`config.mk`:
```
export PLATFORM = sky130hd
export DESIGN_NAME = icyc_seq
export DESIGN_NICKNAME = d
export VERILOG_FILES = /design/src/rtl/icyc_pkg.sv /design/src/rtl/icyc_ctrl.sv /design/src/rtl/icyc_dpath.sv /design/src/rtl/icyc_seq.sv
export SDC_FILE = /design/constraint.sdc
export NUM_CORES = 1
export LEC_CHECK = 0
export ABC_AREA = 1
export ABC_CLOCK_PERIOD_IN_PS = 4100
export BUFFER_PORTS_ARGS = -buffer_cell sky130_fd_sc_hd__buf_2
export CORE_UTILIZATION = 65
export CTS_BUF_LIST = sky130_fd_sc_hd__clkbuf_2 sky130_fd_sc_hd__clkbuf_4 sky130_fd_sc_hd__clkbuf_8
export CTS_CLUSTER_SIZE = 20
export DETAILED_ROUTE_END_ITERATION = 8
export PLACE_DENSITY = 0.95
export SLEW_MARGIN = 20
export SYNTH_ARGS = -nofsm -noshare
export SYNTH_HDL_FRONTEND = slang
export SYNTH_SLANG_ARGS = --single-unit
```
`constraint.sdc`:
```
create_clock -name clk -period 4.1 [get_ports clk]
set_clock_uncertainty 0.15 [all_clocks]
set_input_delay 0.82 -clock clk [delete_from_list [all_inputs] [get_ports clk]]
set_output_delay 0.82 -clock clk [all_outputs]
set_load 0.1 [all_outputs]
```
`src/rtl/icyc_pkg.sv`:
```
package icyc_pkg;

    localparam int OPC_W = 3;

    localparam logic [OPC_W-1:0] OPC_LOAD  = 3'd0;
    localparam logic [OPC_W-1:0] OPC_STORE = 3'd1;
    localparam logic [OPC_W-1:0] OPC_ADD   = 3'd2;
    localparam logic [OPC_W-1:0] OPC_JUMP  = 3'd3;

    typedef enum logic [3:0] {
        ST_FI_ADDR,
        ST_FI_READ,
        ST_FI_CAPT,
        ST_FI_DECODE,
        ST_IND_ADDR,
        ST_IND_READ,
        ST_IND_CAPT,
        ST_EX_ADDR,
        ST_EX_READ,
        ST_EX_CAPT,
        ST_EX_ALU,
        ST_EX_WRITE,
        ST_INT_CHK,
        ST_IE_SAVE,
        ST_IE_WRITE,
        ST_IE_VECTOR
    } cyc_state_e;

    // register transfer strobes issued by the sequencer to the register set
    typedef struct packed {
        logic mar_from_pc;
        logic mar_from_ir;
        logic mar_from_ea;
        logic mar_from_sp;
        logic pc_step;
        logic pc_from_ea;
        logic pc_to_vec;
        logic mbr_from_mem;
        logic mbr_from_acc;
        logic mbr_from_pc;
        logic ir_load;
        logic acc_load;
        logic acc_add;
        logic sp_dec;
        logic mask_set;
    } xfer_t;

endpackage

```
`src/rtl/icyc_ctrl.sv`:
```
module icyc_ctrl
    import icyc_pkg::*;
(
    input  logic             clk,
    input  logic             rst_n,
    input  logic             mbr_ind,
    input  logic [OPC_W-1:0] ir_opc,
    input  logic             irq,
    input  logic             masked,
    output cyc_state_e       state_q,
    output xfer_t            xf,
    output logic             rd,
    output logic             wr,
    output logic             ack
);

    cyc_state_e state_d;

    always_ff @(posedge clk or negedge rst_n) begin
        if (!rst_n) state_q <= ST_FI_ADDR;
        else        state_q <= state_d;
    end

    always_comb begin
        state_d = state_q;
        unique case (state_q)
            ST_FI_ADDR:   state_d = ST_FI_READ;
            ST_FI_READ:   state_d = ST_FI_CAPT;
            ST_FI_CAPT:   state_d = ST_FI_DECODE;
            ST_FI_DECODE: state_d = mbr_ind ? ST_IND_ADDR : ST_EX_ADDR;
            ST_IND_ADDR:  state_d = ST_IND_READ;
            ST_IND_READ:  state_d = ST_IND_CAPT;
            ST_IND_CAPT:  state_d = ST_EX_ADDR;
            ST_EX_ADDR: begin
                if (ir_opc == OPC_LOAD || ir_opc == OPC_ADD) state_d = ST_EX_READ;
                else if (ir_opc == OPC_STORE)                state_d = ST_EX_WRITE;
                else                                         state_d = ST_INT_CHK;
            end
            ST_EX_READ:   state_d = ST_EX_CAPT;
            ST_EX_CAPT:   state_d = ST_EX_ALU;
            ST_EX_ALU:    state_d = ST_INT_CHK;
            ST_EX_WRITE:  state_d = ST_INT_CHK;
            ST_INT_CHK:   state_d = (irq && !masked) ? ST_IE_SAVE : ST_FI_ADDR;
            ST_IE_SAVE:   state_d = ST_IE_WRITE;
            ST_IE_WRITE:  state_d = ST_IE_VECTOR;
            ST_IE_VECTOR: state_d = ST_FI_ADDR;
        endcase
    end

    always_comb begin
        xf  = '0;
        rd  = 1'b0;
        wr  = 1'b0;
        ack = 1'b0;
        unique case (state_q)
            ST_FI_ADDR:   xf.mar_from_pc = 1'b1;
            ST_FI_READ: begin
                rd         = 1'b1;
                xf.pc_step = 1'b1;
            end
            ST_FI_CAPT:   xf.mbr_from_mem = 1'b1;
            ST_FI_DECODE: xf.ir_load = 1'b1;
            ST_IND_ADDR:  xf.mar_from_ir = 1'b1;
            ST_IND_READ:  rd = 1'b1;
            ST_IND_CAPT:  xf.mbr_from_mem = 1'b1;
            ST_EX_ADDR: begin
                xf.mar_from_ea  = 1'b1;
                xf.mbr_from_acc = (ir_opc == OPC_STORE);
                xf.pc_from_ea   = (ir_opc == OPC_JUMP);
            end
            ST_EX_READ:   rd = 1'b1;
            ST_EX_CAPT:   xf.mbr_from_mem = 1'b1;
            ST_EX_ALU: begin
                xf.acc_load = (ir_opc == OPC_LOAD);
                xf.acc_add  = (ir_opc != OPC_LOAD);
            end
            ST_EX_WRITE:  wr = 1'b1;
            ST_INT_CHK:   ;
            ST_IE_SAVE: begin
                xf.mbr_from_pc = 1'b1;
                xf.mar_from_sp = 1'b1;
            end
            ST_IE_WRITE: begin
                wr        = 1'b1;
                xf.sp_dec = 1'b1;
            end
            ST_IE_VECTOR: begin
                xf.pc_to_vec = 1'b1;
                xf.mask_set  = 1'b1;
                ack          = 1'b1;
            end
        endcase
    end


    entry_from_check_chk: assert property (@(posedge clk) disable iff (!rst_n)
        (state_q == ST_IE_SAVE) |-> ($past(state_q) == ST_INT_CHK));

endmodule

```
`src/rtl/icyc_dpath.sv`:
```
module icyc_dpath
    import icyc_pkg::*;
#(
    parameter int                ADDR_W  = 12,
    parameter int                DATA_W  = OPC_W + 1 + ADDR_W,
    parameter logic [ADDR_W-1:0] SP_INIT = '1,
    parameter logic [ADDR_W-1:0] HANDLER = '0
) (
    input  logic              clk,
    input  logic              rst_n,
    input  xfer_t             xf,
    input  logic              irq_unmask,
    input  logic [DATA_W-1:0] mem_rdata,
    output logic [ADDR_W-1:0] mar_q,
    output logic [DATA_W-1:0] mbr_q,
    output logic [ADDR_W-1:0] pc_q,
    output logic [DATA_W-1:0] acc_q,
    output logic              mbr_ind,
    output logic [OPC_W-1:0]  ir_opc,
    output logic              masked_q
);

    localparam int IND_BIT = ADDR_W;
    localparam int PAD_W   = DATA_W - ADDR_W;

    logic [DATA_W-1:0] ir_q;
    logic [ADDR_W-1:0] sp_q;
    logic [ADDR_W-1:0] ea;

    // effective address: pointer word after an indirect read, else the address field
    assign ea      = ir_q[IND_BIT] ? mbr_q[ADDR_W-1:0] : ir_q[ADDR_W-1:0];
    assign mbr_ind = mbr_q[IND_BIT];
    assign ir_opc  = ir_q[DATA_W-1 -: OPC_W];

    always_ff @(posedge clk or negedge rst_n) begin
        if (!rst_n) begin
            pc_q     <= '0;
            mar_q    <= '0;
            mbr_q    <= '0;
            ir_q     <= '0;
            acc_q    <= '0;
            sp_q     <= SP_INIT;
            masked_q <= 1'b0;
        end else begin
            if (xf.pc_to_vec)       pc_q <= HANDLER;
            else if (xf.pc_from_ea) pc_q <= ea;
            else if (xf.pc_step)    pc_q <= pc_q + 1'b1;

            if (xf.mar_from_pc)      mar_q <= pc_q;
            else if (xf.mar_from_ir) mar_q <= ir_q[ADDR_W-1:0];
            else if (xf.mar_from_ea) mar_q <= ea;
            else if (xf.mar_from_sp) mar_q <= sp_q;

            if (xf.mbr_from_mem)      mbr_q <= mem_rdata;
            else if (xf.mbr_from_acc) mbr_q <= acc_q;
            else if (xf.mbr_from_pc)  mbr_q <= {{PAD_W{1'b0}}, pc_q};

            if (xf.ir_load) ir_q <= mbr_q;

            if (xf.acc_load)     acc_q <= mbr_q;
            else if (xf.acc_add) acc_q <= acc_q + mbr_q;

            if (xf.sp_dec) sp_q <= sp_q - 1'b1;

            if (xf.mask_set)    masked_q <= 1'b1;
            else if (irq_unmask) masked_q <= 1'b0;
        end
    end


    mask_hold_chk: assert property (@(posedge clk) disable iff (!rst_n)
        (masked_q && !irq_unmask) |=> masked_q);

endmodule

```
`src/rtl/icyc_seq.sv`:
```
module icyc_seq
    import icyc_pkg::*;
#(
    parameter int                ADDR_W  = 12,
    parameter logic [ADDR_W-1:0] SP_INIT = '1,
    parameter logic [ADDR_W-1:0] HANDLER = '0,
    localparam int               DATA_W  = OPC_W + 1 + ADDR_W
) (
    input  logic              clk,
    input  logic              rst_n,
    output logic              mem_rd,
    output logic              mem_wr,
    output logic [ADDR_W-1:0] mem_addr,
    output logic [DATA_W-1:0] mem_wdata,
    input  logic [DATA_W-1:0] mem_rdata,
    input  logic              irq,
    output logic              irq_ack,
    input  logic              irq_unmask,
    output logic [ADDR_W-1:0] pc_o,
    output logic [DATA_W-1:0] acc_o
);

    cyc_state_e       state;
    xfer_t            xf;
    logic             mbr_ind;
    logic [OPC_W-1:0] ir_opc;
    logic             masked;

    icyc_ctrl u_ctrl (
        .clk     (clk),
        .rst_n   (rst_n),
        .mbr_ind (mbr_ind),
        .ir_opc  (ir_opc),
        .irq     (irq),
        .masked  (masked),
        .state_q (state),
        .xf      (xf),
        .rd      (mem_rd),
        .wr      (mem_wr),
        .ack     (irq_ack)
    );

    icyc_dpath #(
        .ADDR_W  (ADDR_W),
        .DATA_W  (DATA_W),
        .SP_INIT (SP_INIT),
        .HANDLER (HANDLER)
    ) u_dpath (
        .clk        (clk),
        .rst_n      (rst_n),
        .xf         (xf),
        .irq_unmask (irq_unmask),
        .mem_rdata  (mem_rdata),
        .mar_q      (mem_addr),
        .mbr_q      (mem_wdata),
        .pc_q       (pc_o),
        .acc_q      (acc_o),
        .mbr_ind    (mbr_ind),
        .ir_opc     (ir_opc),
        .masked_q   (masked)
    );


    rd_wr_excl_chk: assert property (@(posedge clk) disable iff (!rst_n)
        !(mem_rd && mem_wr));


    read_then_idle_chk: assert property (@(posedge clk) disable iff (!rst_n)
        mem_rd |=> !(mem_rd || mem_wr));


    pc_step_chk: assert property (@(posedge clk) disable iff (!rst_n)
        (state == ST_FI_READ) |=> (pc_o == $past(pc_o) + 1'b1));


    ack_pulse_chk: assert property (@(posedge clk) disable iff (!rst_n)
        irq_ack |=> !irq_ack);


    ack_after_push_chk: assert property (@(posedge clk) disable iff (!rst_n)
        irq_ack |-> $past(mem_wr));


    mask_on_entry_chk: assert property (@(posedge clk) disable iff (!rst_n)
        irq_ack |=> masked);

endmodule

```
==> results.py <==
metrics = {
    "synth": {
        "avgSynthCellArea_um2": 7.10,
        "ys_ff_latch": 89,
        "synth_top_flop_cell": "dfrtp_1",
        "async_flop_share_pct": 100,
        "synth_cells": 818,
        "yosys_warnings": 0,
        "synth_edf_count": 0,
        "synth.area.top_cells": "dfrtp_1 (33%), nand2_1 (14%), inv_1 (7.0%), o21ai_0 (6.7%), dfstp_2 (5.4%)",
        "synth_area_um2": 5810,
        "syn-num-nets": 856,
        "synth_top_area_share_pct": 33.2,
        "synth_top_area_cell": "dfrtp_1",
        "seq_area_frac_synth_pct": 38.6,
        "synthDistinctLibCells": 40,
    },
    "setup_path": {
        "worstPathCellList": "inv_2 > nor2_4 > inv_1 > o21ai_0 > buf_2",
        "arrival_ps": 1760,
        "critPathMaxFanout": 5,
        "path_class": "register to primary output",
        "startpoint_type": "register",
        "cp-end-kind": "primary output",
        "crit_required_ps": 3130,
        "slowest_delay_ps": 440,
        "slowest_stage": "dfrtp_1",
    },
    "timing": {
        "period_share_pct": 66.6,
        "slew_headroom_pct": 38.8,
        "rsz0062_at_grt": "no",
        "setup_tns_ps": 0,
        "tightest_slew_ps": 916,
        "hold_viol": 0,
        "slew_violations": 0,
        "finalSetupViolations": 0,
        "fmaxAchievable_mhz": 366,
        "min_period_ps": 2730,
    },
    "die": {
        "die_y_um": 96.5,
        "fp.dieW_um": 96.5,
        "num_rows": 34,
        "boundaryPins": 79,
        "initial_core_util_pct": 66.9,
        "die_area_um2": 9320,
        "core_area_um2": 8680,
    },
    "clocking": {
        "cts_resized": 0,
        "clkTransAtPathRegs_ps": 90,
        "cts_sinks": 89,
        "worstSkewPairLatency_ps": 370,
        "postCtsSetupBuffers": 0,
        "cts_max_level": 3,
        "cts_made_buffers": 9,
        "clockBufferDepth": 2,
        "cts_tree": "built",
        "ctsHoldBuffers": 0,
        "root_buffer": "clkbuf_8",
    },
    "global_route": {
        "antenna_found_initial": 0,
        "grt_max_degree": 35,
        "grt_usage_pct": 35.2,
        "overflow": 0,
        "grt_pass1_wl_mm": 24.7,
        "grt_pass1_vias": 5228,
    },
    "status": {
        "status": "completed",
    },
    "cells_and_area": {
        "multi_input_area_um2": 2990,
        "nets": 923,
        "regArea_um2": 2240,
        "nFillCells": 701,
        "drive_gt1_share_pct": 16.9,
        "final_common_cell": "nand2_1",
        "syn_to_final_growth_pct": 11.1,
        "diodes": 0,
        "mostFrequentLayoutCells": "nand2_1 (224), inv_1 (108), nor2_1 (78), o21ai_0 (78)",
    },
    "drt": {
        "firstDrtPassIters": 5,
        "drt-wirelength-per-cell_um": 15.5,
        "postRouteAntennaNets": 0,
        "drc": 0,
        "viasPerCell": 5.80,
        "drt_iter0_markers": 555,
        "vias": 5786,
        "routed_wirelength_mm": 15.4,
    },
    "worst_hold_path": {
        "hp-class": "input pin to asynchronous set/reset pin",
    },
    "place": {
        "globalplace.congestion": 1.01,
        "dpl.hpwl_mm": 11.5,
        "port_buffers": 78,
    },
    "job": {
        "max_cap_viol_count": 0,
    },
}
[metrics by stage]
step                      instance area (um2)  setup slack, ps  hold slack (ps)  utilization (%)  std cells
after global placement                   6220             1800              324             71.7        982
final                                    6450             1370              234             74.3        998
after global routing                     6450             1230              260             74.3        998
after detailed placement                 6220             1780              331             71.7        982
after floorplan                          5810              300              307                -        818
after CTS                                6450             1370              244             74.3        998
[synth_stat cells (7+ instances only)]
| library cell | count |
|---|---|
| inv_2 | 10 |
| a31oi_1 | 12 |
| nor2_1 | 78 |
| nand2_2 | 10 |
| nand3_1 | 39 |
| dfstp_2 | 12 |
| o21ai_0 | 78 |
| inv_1 | 108 |
| a21oi_1 | 37 |
| xor2_1 | 15 |
| o22ai_1 | 11 |
| ha_1 | 17 |
| o21ai_1 | 7 |
| buf_2 | 13 |
| dfrtp_1 | 77 |
| nand2_1 | 224 |
| o211ai_1 | 18 |
[worst max-delay path: cells and delay by family (launching register included)]
kind	cells	cell delay [ps]
AOI/OAI and AO/OA	1	140
buffers and inverters	3	670
DFF	1	440
and+or+nand+nor	1	150
[final timing paths]
path,start,to,slack (ps),cells after the start
setup / recovery,u_ctrl.state_q[3],mem_wr,1370,5
hold / removal,rst_n,u_dpath.masked_q,230,1
setup reg to reg,u_ctrl.state_q[3],u_dpath.mbr_q[12],1750,8
hold reg to reg,u_dpath.sp_q[4],u_dpath.sp_q[4],340,2
max in group asynchronous,rst_n,u_dpath.sp_q[11],2790,2
min in group clk,u_dpath.sp_q[4],u_dpath.sp_q[4],340,2
[cells by family (layout without fill, tap and decap cells)]
| family | count (synthesis) | count (layout) | share of synthesized area [%] |
|---|---|---|---|
| DFF | 89 | 89 | 38.6 |
| adders and majority gates | 18 | 18 | 4.01 |
| AOI/OAI and AO/OA | 165 | 165 | 15.8 |
| and+or+nand+nor | 382 | 382 | 28.4 |
| xor gates and xnor gates | 17 | 17 | 2.56 |
| muxes | 3 | 3 | 0.560 |
| buffers and inverters | 144 | 216 | 9.98 |
[routing by layer]
layer / share of wire [%] / vias to the layer above / GRT usage, %
met1: 41 / 2619 / 45.4
li1: - / 2765 / -
met5: 0 / - / 0
met3: 8.7 / 54 / 5.32
met2: 47 / 348 / 57.5
met4: 3.6 / 0 / 17.8
[layout make-up]
type | count | area share [%]
Multi-Input combinational cell | 585 | 46.3
Sequential cell | 89 | 34.8
Inverter | 120 | 6.98
Timing Repair Buffer | 80 | 6.32
Clock buffer | 12 | 2.37
Tap cell | 108 | 2.10
Clock inverter | 4 | 1.18
[sequential cells by signal, summed over array words and instances, names as in the netlist]
register and count:
u_dpath.acc_q 16, u_dpath.ir_q 16, u_dpath.mbr_q 16, u_dpath.mar_q 12, u_dpath.pc_q 12, u_dpath.sp_q 12
u_ctrl.state_q 4, u_dpath.masked_q 1
Power is not shown: default switching activity piles up to over one toggle a cycle in this logic, so the estimate is an artifact.
